### src/rtl/halt_pkg.sv
package halt_pkg;

  typedef enum logic [1:0] {
    ST_RUN    = 2'd0,
    ST_DRAIN  = 2'd1,
    ST_HALTED = 2'd2
  } seq_state_e;

  localparam int SIG_HALT = 0;
  localparam int SIG_NMI  = 1;
  localparam int SIG_IRQ  = 2;
  localparam int NUM_ASYNC = 3;

endpackage

### src/rtl/halt_sync.sv
module halt_sync #(
  parameter int              WIDTH   = 1,
  parameter int              STAGES  = 2,
  parameter logic [WIDTH-1:0] RST_VAL = '1
) (
  input  logic             clk,
  input  logic             rst_n,
  input  logic [WIDTH-1:0] d,
  output logic [WIDTH-1:0] q
);

  localparam int CHAIN_W = STAGES * WIDTH;

  logic [CHAIN_W-1:0] chain_q;

  generate
    if (STAGES == 1) begin : g_single
      always_ff @(posedge clk or negedge rst_n) begin
        if (!rst_n) chain_q <= {STAGES{RST_VAL}};
        else        chain_q <= d;
      end
    end else begin : g_multi
      always_ff @(posedge clk or negedge rst_n) begin
        if (!rst_n) chain_q <= {STAGES{RST_VAL}};
        else        chain_q <= {chain_q[CHAIN_W-WIDTH-1:0], d};
      end
    end
  endgenerate

  // oldest stage is the synchronised value
  assign q = chain_q[CHAIN_W-1 -: WIDTH];

endmodule

### src/rtl/halt_seq.sv
module halt_seq
  import halt_pkg::*;
#(
  parameter int BA_DLY = 2
) (
  input  logic clk,
  input  logic rst_n,
  input  logic ph1_en,
  input  logic ph2_en,
  input  logic last_cyc,
  input  logic halt_s_n,
  output logic halted,
  output logic ba
);

  localparam int             CW      = $clog2(BA_DLY + 2);
  localparam logic [CW-1:0]  CNT_TOP = CW'(BA_DLY);

  seq_state_e    state_q, state_d;
  logic [CW-1:0] dly_q, dly_d;

  // next state: the request is tested only at phase 1 of a last cycle
  always_comb begin
    state_d = state_q;
    unique case (state_q)
      ST_RUN:    if (ph1_en && last_cyc && !halt_s_n) state_d = ST_DRAIN;
      ST_DRAIN:  if (ph2_en)                          state_d = ST_HALTED;
      ST_HALTED: if (ph2_en && halt_s_n)              state_d = ST_RUN;
      default:                                        state_d = ST_RUN;
    endcase
  end

  // release timer: counts clocks spent halted, saturates at the delay
  always_comb begin
    if (state_q != ST_HALTED)  dly_d = '0;
    else if (dly_q != CNT_TOP) dly_d = dly_q + CW'(1);
    else                       dly_d = dly_q;
  end

  always_ff @(posedge clk or negedge rst_n) begin
    if (!rst_n) begin
      state_q <= ST_RUN;
      dly_q   <= '0;
    end else begin
      state_q <= state_d;
      dly_q   <= dly_d;
    end
  end

  assign halted = (state_q == ST_HALTED);
  assign ba     = halted && (dly_q == CNT_TOP);

endmodule

### src/rtl/halt_int_hold.sv
module halt_int_hold (
  input  logic clk,
  input  logic rst_n,
  input  logic halted,
  input  logic nmi_s_n,
  input  logic irq_s_n,
  input  logic nmi_ack,
  input  logic irq_ack,
  output logic nmi_req,
  output logic irq_req
);

  logic nmi_last_q;
  logic nmi_pend_q, nmi_pend_d;
  logic irq_held_q, irq_held_d;
  logic nmi_fall;

  assign nmi_fall = nmi_last_q && !nmi_s_n;

  always_comb begin
    if (nmi_fall)     nmi_pend_d = 1'b1;
    else if (nmi_ack) nmi_pend_d = 1'b0;
    else              nmi_pend_d = nmi_pend_q;
  end

  always_comb begin
    if (halted && !irq_s_n) irq_held_d = 1'b1;
    else if (irq_ack)       irq_held_d = 1'b0;
    else                    irq_held_d = irq_held_q;
  end

  always_ff @(posedge clk or negedge rst_n) begin
    if (!rst_n) begin
      nmi_last_q <= 1'b1;
      nmi_pend_q <= 1'b0;
      irq_held_q <= 1'b0;
    end else begin
      nmi_last_q <= nmi_s_n;
      nmi_pend_q <= nmi_pend_d;
      irq_held_q <= irq_held_d;
    end
  end

  // requests stay hidden from the core while it is frozen
  assign nmi_req = !halted && nmi_pend_q;
  assign irq_req = !halted && (irq_held_q || !irq_s_n);

endmodule

### src/rtl/halt_bus_ctrl.sv
module halt_bus_ctrl
  import halt_pkg::*;
#(
  parameter int SYNC_STAGES = 2,
  parameter int BA_DLY      = 2
) (
  input  logic clk,
  input  logic rst_n,
  input  logic ph1_en,
  input  logic ph2_en,
  input  logic halt_n,
  input  logic last_cyc,
  input  logic core_vma,
  input  logic nmi_n,
  input  logic irq_n,
  input  logic nmi_ack,
  input  logic irq_ack,
  output logic stall,
  output logic bus_oe,
  output logic vma,
  output logic ba,
  output logic nmi_req,
  output logic irq_req
);

  logic [NUM_ASYNC-1:0] async_raw;
  logic [NUM_ASYNC-1:0] async_s;
  logic                 halted;

  assign async_raw[SIG_HALT] = halt_n;
  assign async_raw[SIG_NMI]  = nmi_n;
  assign async_raw[SIG_IRQ]  = irq_n;

  halt_sync #(
    .WIDTH   (NUM_ASYNC),
    .STAGES  (SYNC_STAGES),
    .RST_VAL ({NUM_ASYNC{1'b1}})
  ) u_sync (
    .clk   (clk),
    .rst_n (rst_n),
    .d     (async_raw),
    .q     (async_s)
  );

  halt_seq #(
    .BA_DLY (BA_DLY)
  ) u_seq (
    .clk      (clk),
    .rst_n    (rst_n),
    .ph1_en   (ph1_en),
    .ph2_en   (ph2_en),
    .last_cyc (last_cyc),
    .halt_s_n (async_s[SIG_HALT]),
    .halted   (halted),
    .ba       (ba)
  );

  halt_int_hold u_int (
    .clk     (clk),
    .rst_n   (rst_n),
    .halted  (halted),
    .nmi_s_n (async_s[SIG_NMI]),
    .irq_s_n (async_s[SIG_IRQ]),
    .nmi_ack (nmi_ack),
    .irq_ack (irq_ack),
    .nmi_req (nmi_req),
    .irq_req (irq_req)
  );

  assign stall  = halted;
  assign bus_oe = !halted;
  assign vma    = core_vma && !halted;

endmodule

### config.mk
export PLATFORM = sky130hd
export DESIGN_NAME = halt_bus_ctrl
export DESIGN_NICKNAME = d
export VERILOG_FILES = /design/src/rtl/halt_pkg.sv /design/src/rtl/halt_sync.sv /design/src/rtl/halt_seq.sv /design/src/rtl/halt_int_hold.sv /design/src/rtl/halt_bus_ctrl.sv
export SDC_FILE = /design/constraint.sdc
export NUM_CORES = 1
export LEC_CHECK = 0
export BUFFER_PORTS_ARGS = -buffer_cell sky130_fd_sc_hd__buf_2
export CORE_AREA = 2 2 39 41
export CTS_BUF_LIST = sky130_fd_sc_hd__clkbuf_16
export DETAILED_ROUTE_END_ITERATION = 8
export DIE_AREA = 0 0 41 43
export GPL_TIMING_DRIVEN = 0
export PLACE_DENSITY = 0.75
export SYNTH_ARGS = -nofsm -noshare
export SYNTH_HDL_FRONTEND = slang
export SYNTH_SLANG_ARGS = --single-unit
export TNS_END_PERCENT = 5
### constraint.sdc
create_clock -name clk -period 0.9 [get_ports clk]
set_input_delay 0.045 -clock clk [delete_from_list [all_inputs] [get_ports clk]]
set_output_delay 0.045 -clock clk [all_outputs]
set_load 0.1 [all_outputs]
### Yosys cells after proc, flatten, opt, wreduce, memory -nomap -nowiden

Index checks and enable logic that the tools add are counted.

* equal/unequal tests: 8
* reductions and logical operators: 19
* multiplexer cells: 10
* add/sub/neg operators: 1

Operator list (number)
* $mux 2: 5
* $logic_and 1x1->1: 9
* $ne 2x2->1 const B: 4
* $pmux 2 s3: 1
* $reduce_bool 2->1: 3
* $eq 2x2->1 const B: 2
* $logic_not 1->1: 4
* $mux 1: 4
* $reduce_and 3->1: 1
* $add 2x1->2 const B: 1
* $eq 2x1->1 const B: 1
* $logic_not 2->1: 1
* $ne 2x1->1 const B: 1
* $logic_or 1x1->1: 1

* word-level logic and storage cells: 44
* output and inout bits: 6
* bits in registers: 13

### Logic depth before layout (Yosys ltp)

Gate-level depths: netlist (run 1).

* depth in word-level cells: 4
* gate-level depth with buffers: 4
* depth with buffers taken out: 4

### Hierarchy

A second synthesis (run 1) with hierarchy kept.

* cell total of the unflattened synthesis: 42
* area, all modules: 521.8 sq um

Modules (own cells, without submodules)
* halt_seq: seq. area each 100.1 sq um, times used 1, area each 212.7 sq um, cells an instance 20
* halt_sync: seq. area each 157.7 sq um, times used 1, area each 180.2 sq um, cells an instance 9
* halt_int_hold: seq. area each 76.3 sq um, times used 1, area each 118.9 sq um, cells an instance 11
* halt_bus_ctrl: seq. area each 0.0 sq um, times used 1, area each 10.0 sq um, cells an instance 2

### Least setup slack after synthesis (run 1)

No wires, ideal clock.

* path kind: flip-flop to output port
* from: register u_seq.state_q[0]
* to: output port irq_req
* cell stages (with the launch flop): 5
* path slack: -1.511 ns
* arrival time: 2.366 ns
* data required time: 0.855 ns
* cells stage by stage: dfrtp_1 nand2b_1 buf_6 inv_6 a21oi_1

* longest elaborated chain between the ends: 3

RTL lines
* start, declared: line halt_seq.sv:19 `seq_state_e state_q, state_d;`
* start signal, assigned: line halt_seq.sv:45 `state_q <= state_d;`
* $eq 2x2->1: line halt_seq.sv:50 `assign halted = (state_q == ST_HALTED);`
* $logic_not 1->1
* net bus_oe: line halt_bus_ctrl.sv:19 `output logic bus_oe,`
* $logic_and 1x1->1: line halt_int_hold.sv:46 `assign irq_req = !halted && (irq_held_q || !irq_s_n);`
* end, declared: line halt_bus_ctrl.sv:23 `output logic irq_req`

The timed path passes the listed nets, and every way through them passes these cells.

### Final worst setup path (run 1)

* from: register u_seq.state_q[0]
* to: output port ba

* longest elaborated chain between the ends: 2

RTL lines
* $eq 2x2->1: line halt_seq.sv:50
* $logic_and 1x1->1: line halt_seq.sv:51 `assign ba = halted && (dly_q == CNT_TOP);`
* end, declared: line halt_bus_ctrl.sv:21 `output logic ba,`

No other way between the ends.

==> results of run 1 <==
-- cell usage after synthesis --
master,n
sky130_fd_sc_hd__buf_6,1
sky130_fd_sc_hd__and2_4,1
sky130_fd_sc_hd__nand4bb_1,1
sky130_fd_sc_hd__ha_1,1
sky130_fd_sc_hd__inv_1,4
sky130_fd_sc_hd__xor2_1,1
sky130_fd_sc_hd__nor2_1,2
sky130_fd_sc_hd__nand2b_1,2
sky130_fd_sc_hd__dfstp_2,7
sky130_fd_sc_hd__a21oi_1,3
sky130_fd_sc_hd__nand2_1,1
sky130_fd_sc_hd__and2_1,2
sky130_fd_sc_hd__inv_6,1
sky130_fd_sc_hd__dfrtp_1,6
sky130_fd_sc_hd__o22ai_1,2
sky130_fd_sc_hd__nand3b_1,1
sky130_fd_sc_hd__or2_1,1
sky130_fd_sc_hd__o21ai_1,1
-- cells in the final DEF (no fill, tap or decap), drive strengths merged, types with 2 or more instances in the layout --
cell,n
a21oi,3
and2,3
buf,18
clkbuf,3
dfrtp,6
dfstp,7
dlygate4sd3,5
inv,6
nand2b,2
nor2,2
o22ai,2
-- power by group through the flow --
stage	logic, mW	registers (mW)	clock network (mW)
2_1_floorplan	0.546	0.691	0
3_3_place_gp	0.625	0.696	0
3_5_place_dp	0.634	0.699	0
4_1_cts	0.732	0.692	0.827
5_1_grt	0.775	0.697	0.873
6_report	0.736	0.690	0.817
-- path summary, 6_finish.rpt --
kind	start	end	slack, ns	cells past startpoint
max reg2reg	u_seq.dly_q[0]	u_seq.dly_q[1]	-0.25	4
max in group asynchronous	rst_n	u_sync.chain_q[1]	0.42	2
max	u_seq.state_q[0]	ba	-0.40	4
min reg2reg	u_sync.chain_q[1]	u_sync.chain_q[4]	0.35	0
min	irq_ack	u_int.irq_held_q	0.005	2
min in group asynchronous	rst_n	u_seq.state_q[0]	0.21	2
-- logic make-up (layout without fill, tap and decap cells) --
group / count (synthesis) / after routing / synth area share (%)
AND/OR/NAND/NOR: 11 / 11 / 14.21
XOR/XNOR: 1 / 1 / 1.777
flip-flops: 13 / 13 / 67.77
buffers and inverters: 6 / 32 / 7.106
AO/OA/AOI/OAI: 6 / 6 / 6.597
adder cells (fa/ha/maj): 1 / 1 / 2.538
-- metrics by stage --
step	util (%)	total power [mW]	cell area, um2	std cells
after floorplan	-	1.237	540.5	38
after global placement	46.29	1.321	640.6	70
after detailed placement	46.29	1.334	640.6	70
after CTS	59.49	2.251	823.3	79
after global routing	60.22	2.345	833.3	80
final	60.22	2.243	833.3	80
-- what timing repair did --
item | in CTS | in global routing
hold buffers | 5 | 0
buffers inserted | 1 | 1
endpoints found under the hold margin | 17 | 0
pin swaps | 0 | 0
setup endpoints to repair | 9 | 9
resized for setup | 19 | 1
-- sequential cells by signal, summed over array words and instances (netlist names) --
name / count
u_sync.chain_q: 6
u_int.irq_held_q: 1
u_seq.dly_q: 2
u_seq.state_q: 2
u_int.nmi_last_q: 1
u_int.nmi_pend_q: 1
-- final cells by class --
cell class | count | area share (%)
flip-flops and latches | 13 | 40.09
clock inverters | 1 | 0.4505
inverters | 5 | 4.204
multi-input cells | 19 | 18.62
well taps | 16 | 2.402
clock buffers | 3 | 9.009
repair buffers | 23 | 25.23
-- critical path, cell delays in order, from the launching register on --
cell                       delay, ns
sky130_fd_sc_hd__dfrtp_1        0.39
sky130_fd_sc_hd__nand2b_4       0.22
sky130_fd_sc_hd__inv_16         0.09
sky130_fd_sc_hd__and2_4         0.15
sky130_fd_sc_hd__buf_12         0.16
-- layer usage --
layer	vias to the layer above	part of all wire, %	track usage, %
met5	-	0	0
met4	0	2.3	8.000
met3	2	3.3	4.712
met2	12	50	18.44
met1	163	44	12.71
li1	176	-	-
==> results.md, run 1 <==
Critical path:
- The endpoint class of the critical path is an output port.
- The data arrival time at the worst-slack endpoint is approximately 1.3 ns.
- The worst setup path is launched from a flip-flop.
- Data on the critical path is required at its endpoint by around 0.85 ns.
- The peak fanout along the critical path is 6.
- The worst setup path is of the reg2out kind.

Flow run:
- The number of max-cap violations is 0.

Pwr:
- The net switching power figure is 0.7462 mW.
- Of the total power, combinational logic draws about a third.
- The sequential power share is a little under a third.
- The internal power consumption is roughly 1.5 mW.
- The leakage power total is ~0.39 nW.
- The clock share of power is 36.4%.
- For this design the ratio of total power to cell area is 2692 mW/mm2.
- Net switching is 33.27% of the power.
- The worst ir drop on vdd is 1.539 mV.

Outcome:
- The checks that failed: setup timing.
- The flow ran to the end, but the final reports show violations.

Placed design:
- At the placement stage, the worst setup path has a slack of -0.4249 ns.
- Summed over all nets, the half-perimeter wirelength after detailed placement is about 590 um.
- Buffers placed on the I/O ports in this run total 16.
- Routability-driven placement finished with a final weighted congestion of 0.6862.

Synth:
- The average instance in the mapped netlist occupies 12.97 um2.
- During synthesis, Yosys emitted a total of 0 warnings.
- The mapped cell area is ~500 um2.
- The register area share after synthesis is roughly two thirds.
- After synthesis, the netlist uses 18 different library cells.
- The flop and latch count out of synthesis is 13.
- Ranked by total cell area, the synthesized netlist is headed by sky130_fd_sc_hd__dfstp_2, sky130_fd_sc_hd__dfrtp_1, sky130_fd_sc_hd__a21oi_1, sky130_fd_sc_hd__inv_1, sky130_fd_sc_hd__and2_1.
- The number of nets handed over by synthesis was 50.
- In this run the biggest area consumer among cell types represents between 30 and 40% of the synthesized area.
- The number of standard cells after synthesis is 38.
- The top cell type by total area after synthesis is sky130_fd_sc_hd__dfstp_2.

Global route:
- Entering global routing, the biggest net connects 14 pins.
- The initial antenna violation count is 0.
- In the global route stage, overall resource usage came out at a little under an eighth.
- The number of global-route vias before repair came to 313.
- The first-pass GRT wire length is roughly 1300 um.
- The aggregate global routing overflow is 0.

STA:
- The post-route minimum period is approximately 1.3 ns.
- The number of setup violations in the final report is 9.
- The tightest hold margin is about 0.0053 ns.
- The part of the cycle the worst path needs is 144.0%.
- The highest achievable clock rate is around 770 MHz.
- The count of final max-slew check failures is 0.
- The sum of negative setup slack is -2.413 ns.
- The worst slew margin relative to its limit is 82.24%.
- After layout, the worst setup slack is -0.3959 ns.
- The number of hold violations in the final report is 0.
- Setup repair after global routing could not meet its margin everywhere.
- The post-route clock skew is about 0.0027 ns.
- For the pin with the worst max-slew slack, the measured transition is approximately 0.27 ns.

Drt:
- The total wire length after detailed routing is approximately 830 um.
- The detail route stage leaves a number of antenna-violating nets equal to 0.
- The count of unresolved DRC violations after routing is 0.
- The first-pass detailed-route iteration total is 2.
- The number of vias per cell is between 4 and 5.
- The routed layout has around 350 vias.
- The number of DRC violations after detailed-routing iteration 0 is 4.
- In the final routed layout, each cell accounts on average for a little over 10 um.

Clocking:
- The clock tree from TritonCTS is yes.
- The cell at the root of the clock tree is sky130_fd_sc_hd__clkbuf_16.
- The number of H-tree branching levels is 1.
- The number of buffers inserted during clock tree synthesis is 3.
- After clock tree synthesis, the clock-pin slew on the worst setup and hold paths is 0.04 ns.
- At the later pin of the worst-skew pair, clock insertion delay measures ~0.24 ns.
- The number of clock sinks is 13.
- The clock passes through at most 2 buffers.

Floorplanning:
- In this run the vertical extent of the chip is approximately 43 um.
- The number of placed I/O pins is 17.
- The initial core utilization is a little over a third.
- The width of the die is ~41 um.
- The area of the placeable core is between 0.001 and 0.0015 mm2.
- The die outline area is approximately 0.0018 mm2.
- The row count is 14.

Final layout:
- 0 antenna diodes ended up in the layout.
- Summing all multi-input logic gate instances after layout gives between 150 and 200 um2.
- The fraction of layout instances using a drive strength above 1 is approximately 55%.
- After filler insertion, the fill cell instance count of the layout stands at about 110.
- The count of nets after finishing is 77.
- Compared with the post-synthesis result, the final layout area differs by 69.04%.
- The register area is between 300 and 400 um2.

Hold path:
- The type of the worst min-delay path is in2reg.
No activity file was read; power rests on OpenSTA's default activity.
==> inputs of run 2 (changes only) <==
--- a/config.mk
+++ b/config.mk
@@ -11,7 +11,8 @@
 export DETAILED_ROUTE_END_ITERATION = 8
 export DIE_AREA = 0 0 41 43
 export GPL_TIMING_DRIVEN = 0
-export PLACE_DENSITY = 0.75
+export PLACE_DENSITY = 0.73
+export SKIP_LAST_GASP = 1
 export SYNTH_ARGS = -nofsm -noshare
 export SYNTH_HDL_FRONTEND = slang
 export SYNTH_SLANG_ARGS = --single-unit
==> constraint.sdc (replaced) <==
create_clock -name clk -period 1.4 [get_ports clk]
set_input_delay 0.07 -clock clk [delete_from_list [all_inputs] [get_ports clk]]
set_output_delay 0.07 -clock clk [all_outputs]
set_load 0.1 [all_outputs]
==> run 2 against run 1 <==
Against the previous run: the run now ends clean; cell area decreased by 8.3%; die area unchanged; setup slack improved by 0.41 ns; highest routed layer unchanged; clock skew decreased by 0.0014 ns; combinational power decreased by 45%; register-to-register slack improved by 0.55 ns; largest power group unchanged; largest cell class unchanged.
==> results.md, run 2 (same netlist as run 1, synthesis figures left out) <==
Final layout:
- The fraction of layout instances using a drive strength above 1 is 51.61% (-3.1 points).
- The count of nets after finishing is 75 (-2.6%).
- The largest registers in the layout are u_sync.chain_q x6, u_seq.dly_q x2, u_seq.state_q x2.
- The number of flip-flops under the largest register name was 6 (unchanged).
- The register with the most flip-flops in the final layout is u_sync.chain_q.
- The utilization of the core after routing came to 55.24% (-5.0 points).
- The area added between synthesis and finish is 55.08%.
- The final design instance area without fill was 764.5 um2 (-8.3%).
- The most common cell after layout, fill and taps aside is sky130_fd_sc_hd__buf_2.
- In the layout the commonest cells are sky130_fd_sc_hd__buf_2, sky130_fd_sc_hd__dfstp_2, sky130_fd_sc_hd__dfrtp_1.
- The diode insertion count for antenna repair is 0 (unchanged).

STA:
- The number of hold violations in the final report is 0 (unchanged).
- The number of setup violations in the final report was 0 (-9).
- Timing would allow up to approximately 720 MHz.
- The count of final max-slew check failures is 0 (unchanged).
- The final worst slack was 0.01636 ns (+0.4122 ns).
- Of the available clock period, the critical path in the final layout requires between 90 and 100%.
- The post-route clock skew is 0.001302 ns (-0.001388 ns).
- The worst slew margin relative to its limit came to 67.91% (-14 points).
- The post-route minimum period is 1.384 ns.
- The tightest hold margin is 0.01543 ns (+0.01013 ns).
- Setup repair after global routing could not meet its margin everywhere.
- The transition time at the pin with the least slew margin is 0.4847 ns (+0.2183 ns).

Drt:
- The number of DRC violations after detailed-routing iteration 0 is 1 (-3).
- The first-pass detailed-route iteration total is 4 (+2).
- The final antenna-violating net count is 0 (unchanged).
- The total wire length after detailed routing came to 797 um (-4.0%).
- The detail-routed net length per standard cell is 10.22 um (-1.5%).
- The count of unresolved DRC violations after routing is 0 (unchanged).
- The count of vias placed by the detailed router is 338 (-4.2%).
- The number of vias per cell was 4.333 (-1.8%).

Pwr:
- The net switching share of the total power is 32.89% (-0.38 points).
- The power density of the placed cells is 1771 mW/mm2 (-34%).
- The net switching power figure was 0.4452 mW (-40%).
- The share of power burned in combinational logic came to 29.9% (-2.9 points).
- The sequential power share is 32.5% (+1.8 points).
- The leakage power total is 0.3579 nW (-7.1%).
- The clock share of power was 37.6% (+1.2 points).
- The internal power consumption came to 0.9083 mW (-39%).
- The worst ir drop on vdd is 1.285 mV (-17%).

Hold path:
- The worst min-delay path startpoint is nmi_ack.
- The worst hold path terminates at u_int.nmi_pend_q.
- The number of cells on the worst hold path is 2 (unchanged).
- The type of the worst min-delay path is in2reg.

Critical path:
- The worst register-to-register path begins at u_seq.dly_q[0].
- The peak fanout along the critical path is 7 (+1).
- The depth of the worst register-to-register path came to 4 (unchanged).
- Traced cell by cell, the critical path runs through nand2b_1 -> buf_6 -> inv_6 -> and2_4 -> buf_12.
- The slowest stage of the critical path belongs to the cell sky130_fd_sc_hd__dfrtp_1.
- The cell family contributing the most delay on the critical path is flip-flops.
- The data arrival time at the worst-slack endpoint is 1.31 ns (+0.06 ns).
- The endpoint class of the critical path is an output port.
- The worst setup path is launched from a flip-flop.
- The reg2reg setup slack is 0.30 ns (+0.55 ns).
- The buffers plus inverters on the worst setup path is 3 (+1).
- The worst reg2reg path endpoint is u_seq.dly_q[1].
- The delay of the slowest critical-path stage was 0.39 ns (about the same).
- The setup path with the least slack is of type reg2out.
- The data required time of the critical path came to 1.33 ns (+0.48 ns).

Global route:
- The first-pass GRT wire length is 1193 um (-9.4%).
- The largest net degree at the start of global routing is 14 (unchanged).
- The met3 capacity usage during global routing was 3.141% (-1.6 points).
- The number of global-route vias before repair came to 304 (-2.9%).
- The global routing usage on met1 is 13.29% (+0.57 points).
- The aggregate global routing overflow is 0 (unchanged).
- The met2 global-route usage is 14.69% (-3.8 points).
- The initial antenna violation count is 0 (unchanged).
- The routing layer with the top usage in global route is met2.
- The global-route usage over all layers is 10.61% (-1.4 points).

Clocking:
- The source-to-sink clock delay at the later pin of the worst-skew pair was 0.23 ns (about the same).
- The number of buffers inserted during clock tree synthesis is 3 (unchanged).
- Clock tree synthesis selected as its root buffer the cell sky130_fd_sc_hd__clkbuf_16.
- The number of H-tree branching levels is 1 (unchanged).
- The number of clock sinks is 13 (unchanged).
- The clock edge transition at the registers on the reported setup and hold paths is 0.04 ns (about the same).
- The clock tree from TritonCTS is yes.
- The maximum count of clock buffers along a single path is 2 (unchanged).

Placed design:
- The setup slack after placement is 0.03758 ns (+0.4625 ns).
- The placed instance area was 613.1 um2 (-4.3%).
- The final HPWL from detailed placement is 571.5 um (-3.0%).
- The number of buffer cells added on primary ports is 16 (unchanged).
- The placer's final routability congestion estimate was 0.6389 (-6.9%).

Outcome:
- The flow ran to the end, and the final reports show no timing, DRC or antenna violations.

Flow run:
- The number of max-cap violations was 0 (unchanged).

Floorplanning:
- The vertical die dimension was 43 um (unchanged).
- The initial core utilization is 35.62% (unchanged).
- The number of placed I/O pins is 17 (unchanged).
- The area of the placeable core came to 0.001384 mm2 (unchanged).
- The die outline area is 0.001763 mm2 (unchanged).
- The width of the die is 41 um (unchanged).
- The row count is 14 (unchanged).
run 2: worst register-to-register path, cell delays in order, from the launching register on:
cell and delay [ns]:
sky130_fd_sc_hd__dfrtp_1 0.35, sky130_fd_sc_hd__inv_1 0.05, sky130_fd_sc_hd__ha_1 0.27, sky130_fd_sc_hd__or2_1 0.21, sky130_fd_sc_hd__a21oi_1 0.14
run 2: cell type report:
type	count	area, um2
buffer	1	11.26
clock buffer	3	75.07
clock inverter	1	3.754
fill	116	619.3
inverter	5	23.77
multi-input combinational	19	143.9
sequential	13	334.1
tap	16	20.02
timing repair buffer	20	152.6
run 2: worst max-delay path by stage:
stage	startpoint	slack [ns]	depth (start not counted)	to
after floorplan	u_seq.state_q[0]	-0.11	4	irq_req
after global placement	u_seq.state_q[0]	0.05	5	ba
after detailed placement	u_seq.state_q[0]	0.04	5	ba
after CTS	u_seq.state_q[0]	-0.11	4	vma
after global routing	u_seq.state_q[0]	-0.04	5	ba
final	u_seq.state_q[0]	0.02	5	ba
run 2: timing repair:
item / CTS / global route
hold endpoints to repair: 16 / 0
setup endpoints to repair: 5 / 6
setup buffers: 0 / 0
hold buffers: 4 / 0
gates resized for setup: 2 / 10
run 2: routing by layer:
metal / part of all wire [%] / routed length [um]
met1: 43 / 342
met2: 51 / 406
met3: 5.3 / 42
met4: 0.75 / 6
met5: 0 / 0
run 2: power groups by stage:
stage / registers (mW) / clock network, mW / logic [mW]
floorplan: 0.440 / 0 / 0.316
detailed placement: 0.445 / 0 / 0.372
global route: 0.445 / 0.551 / 0.426
global placement: 0.444 / 0 / 0.367
CTS: 0.441 / 0.530 / 0.387
finish: 0.441 / 0.509 / 0.404
run 2: through the flow:
stage                     power [mW]  cells  setup TNS [ns]
after global placement        0.8106     70               0
after floorplan               0.7563     38         -0.1562
after detailed placement      0.8174     70               0
after global routing           1.422     78         -0.1350
final                          1.354     78               0
after CTS                      1.357     78         -0.3685
==> inputs of run 3 (changes only) <==
--- a/config.mk
+++ b/config.mk
@@ -12,6 +12,7 @@
 export DIE_AREA = 0 0 41 43
 export GPL_TIMING_DRIVEN = 0
 export PLACE_DENSITY = 0.73
+export RECOVER_POWER = 50
 export SKIP_LAST_GASP = 1
 export SYNTH_ARGS = -nofsm -noshare
 export SYNTH_HDL_FRONTEND = slang
==> run 3 against run 2 <==
Against the previous run: sequential share of layout area rose by 0.072 points; clock power about the same; setup slack hardly changed; non-clock buffer count is the same; core utilization shrank 0.090 points; clock skew about the same; first-iteration DRC count unchanged; largest cell class unchanged; highest routed layer unchanged.
==> results.md, run 3 (same netlist as run 1, synthesis figures left out) <==
Outcome:
- The flow ran to the end, and the final reports show no timing, DRC or antenna violations.

Final layout:
- The number of flip-flops under the largest register name is 6 (unchanged).
- Ranked by flip-flop count, first place goes to u_sync.chain_q.
- The count of nets after finishing is 75 (unchanged).
- The register area is 334.1 um2 (unchanged).
- The top cell types in the final layout, fill and taps aside, are sky130_fd_sc_hd__buf_2, sky130_fd_sc_hd__dfstp_2, sky130_fd_sc_hd__dfrtp_1.
- The area used by multi-input combinational logic is 143.9 um2 (unchanged).
- The number of non-filler instances in the completed layout is 78 (unchanged).
- The most common cell after layout, fill and taps aside is sky130_fd_sc_hd__buf_2.
- The diode insertion count for antenna repair came to 0 (unchanged).
- From synthesis to final layout, the design area changed by 54.82%.
- The fill cell total of the finished layout is 117 (+0.86%).
- In the final layout, the registers with the most flip-flops are u_sync.chain_q x6, u_seq.dly_q x2, u_seq.state_q x2.
- The fraction of layout instances using a drive strength above 1 came to 50.00% (-1.6 points).
- The final design instance area without fill is 763.2 um2 (-0.16%).
- The utilization of the core after routing came to 55.15% (-0.090 points).

Pwr:
- The overall power of the completed layout is 1.353 mW (about the same).
- The leakage power total is 0.3552 nW (-0.77%).
- The power density of the placed cells is 1773 mW/mm2 (+0.14%).
- The worst ir drop on vdd is 1.285 mV (about the same).

Floorplanning:
- The vertical die dimension is 43 um (unchanged).
- The initial core utilization was 35.62% (unchanged).
- The row count was 14 (unchanged).
- The area of the placeable core is 0.001384 mm2 (unchanged).
- The die outline area is 0.001763 mm2 (unchanged).
- The width of the die is 41 um (unchanged).
- The number of placed I/O pins is 17 (unchanged).

Critical path:
- The data arrival time at the worst-slack endpoint came to 1.31 ns (about the same).
- The depth of the worst register-to-register path is 4 (unchanged).
- The worst setup path is captured at an output port.
- The highest-delay cell along the critical path is sky130_fd_sc_hd__dfrtp_1.
- The worst setup path is launched from a flip-flop.
- The peak fanout along the critical path is 7 (unchanged).
- Traced cell by cell, the critical path runs through nand2b_1 -> buf_6 -> inv_6 -> and2_4 -> buf_12.
- The delay of the slowest critical-path stage came to 0.39 ns (about the same).
- By startpoint and endpoint, the worst setup path is classified as reg2out.
- The data required time of the critical path is 1.33 ns (about the same).

Placed design:
- The placed instance area is 613.1 um2 (unchanged).
- The final HPWL from detailed placement is 571.5 um (unchanged).
- The placer's final routability congestion estimate is 0.6389 (unchanged).
- The number of buffer cells added on primary ports is 16 (unchanged).
- The setup slack after placement is 0.03758 ns (unchanged).
- The placed cell count came to 70 (unchanged).

Clocking:
- The clock edge transition at the registers on the reported setup and hold paths was 0.04 ns (about the same).
- The maximum count of clock buffers along a single path was 2 (unchanged).
- The number of H-tree branching levels is 1 (unchanged).
- The post-CTS repair timing setup buffer count is 0 (unchanged).
- The number of buffers inserted during clock tree synthesis is 3 (unchanged).
- The clock tree from TritonCTS is yes.
- The cell sitting at the root of the clock tree is a sky130_fd_sc_hd__clkbuf_16.
- The number of clock sinks is 13 (unchanged).
- The source-to-sink clock delay at the later pin of the worst-skew pair is 0.23 ns (about the same).

STA:
- The worst slew margin relative to its limit is 55.60% (-12 points).
- The final worst slack is 0.01631 ns (-0.00004910 ns).
- The part of the cycle the worst path needs came to 98.84% (about the same).
- The post-route clock skew was 0.001339 ns (+0.00003711 ns).
- The highest achievable clock rate was 722.7 MHz (about the same).
- Setup repair after global routing could not meet its margin everywhere.
- The count of final max-slew check failures is 0 (unchanged).
- The tightest hold margin is 0.01543 ns (unchanged).
- The sum of negative setup slack was 0 ns (unchanged).
- The number of setup violations in the final report is 0 (unchanged).
- The post-route minimum period is 1.384 ns (+0.00004910 ns).
- The transition time at the pin with the least slew margin is 0.6661 ns (+0.1813 ns).
- The number of hold violations in the final report was 0 (unchanged).

Global route:
- The aggregate global routing overflow is 0 (unchanged).
- The initial antenna violation count is 0 (unchanged).
- The met3 capacity usage during global routing is 3.141% (unchanged).
- The number of global-route vias before repair is 304 (unchanged).
- The first-pass GRT wire length is 1193 um (unchanged).
- The largest net degree at the start of global routing is 14 (unchanged).
- The met2 global-route usage was 14.69% (unchanged).
- The global routing usage on met1 is 13.29% (unchanged).
- The global-route usage over all layers came to 10.61% (unchanged).
- The global routing stage identified its most utilized layer as met2.

Drt:
- The count of unresolved DRC violations after routing is 0 (unchanged).
- The number of vias per cell was 4.333 (unchanged).
- The first-pass detailed-route iteration total is 4 (unchanged).
- The total wire length after detailed routing is 796 um (-0.13%).
- The detail-routed net length per standard cell is 10.21 um (-0.13%).
- The final antenna-violating net count is 0 (unchanged).
- The count of vias placed by the detailed router is 338 (unchanged).
- The number of DRC violations after detailed-routing iteration 0 came to 1 (unchanged).

Hold path:
- The min-delay analysis places its worst path in the category in2reg.
- The number of cells on the worst hold path is 2 (unchanged).

Flow run:
- The number of max-cap violations was 0 (unchanged).
run 3: cell count changes in the layout (fill, tap and decap cells not counted):
cell                       change
sky130_fd_sc_hd__buf_2         -1
sky130_fd_sc_hd__clkbuf_1      +1
run 3: worst max-delay path, delay by kind of cell, from the launching register on:
kind,cells,cell delay (ns)
flip-flops,1,0.39
buffers and inverters,3,0.37
AND/OR/NAND/NOR,2,0.31
run 3: final timing paths:
check | from | to | slack (ns)
setup reg to reg | u_seq.dly_q[0] | u_seq.dly_q[1] | 0.30
min in group asynchronous | rst_n | u_seq.state_q[0] | 0.38
max in group asynchronous | rst_n | u_seq.dly_q[1] | 0.59
hold reg to reg | u_sync.chain_q[0] | u_sync.chain_q[3] | 0.35
setup / recovery | u_seq.state_q[0] | ba | 0.02
hold / removal | nmi_ack | u_int.nmi_pend_q | 0.02
run 3: final cells by class:
| type | count | area share (%) |
|---|---|---|
| clock buffer | 3 | 9.836 |
| multi-input combinational | 19 | 18.85 |
| inverter | 5 | 3.115 |
| clock inverter | 1 | 0.4918 |
| tap | 16 | 2.623 |
| buffer | 1 | 1.475 |
| sequential | 13 | 43.77 |
| timing repair buffer | 20 | 19.84 |
run 3: power breakdown:
part / switching [mW] / internal, mW / total, mW
clock: 0.134 / 0.374 / 0.509
sequential: 0.0190 / 0.421 / 0.440
combinational: 0.292 / 0.112 / 0.404
run 3: repair_timing:
action                                 CTS  global route
setup endpoints to repair                5             6
endpoints found under the hold margin   16             0
gates cloned                             0             0
gates resized for setup                  2            10
hold buffers                             4             0
run 3: metal layers:
layer  up-vias  share of wire (%)
li1        168                  -
met3         2                5.3
met1       156                 43
met5         -                  0
met4         0               0.75
met2        12                 51
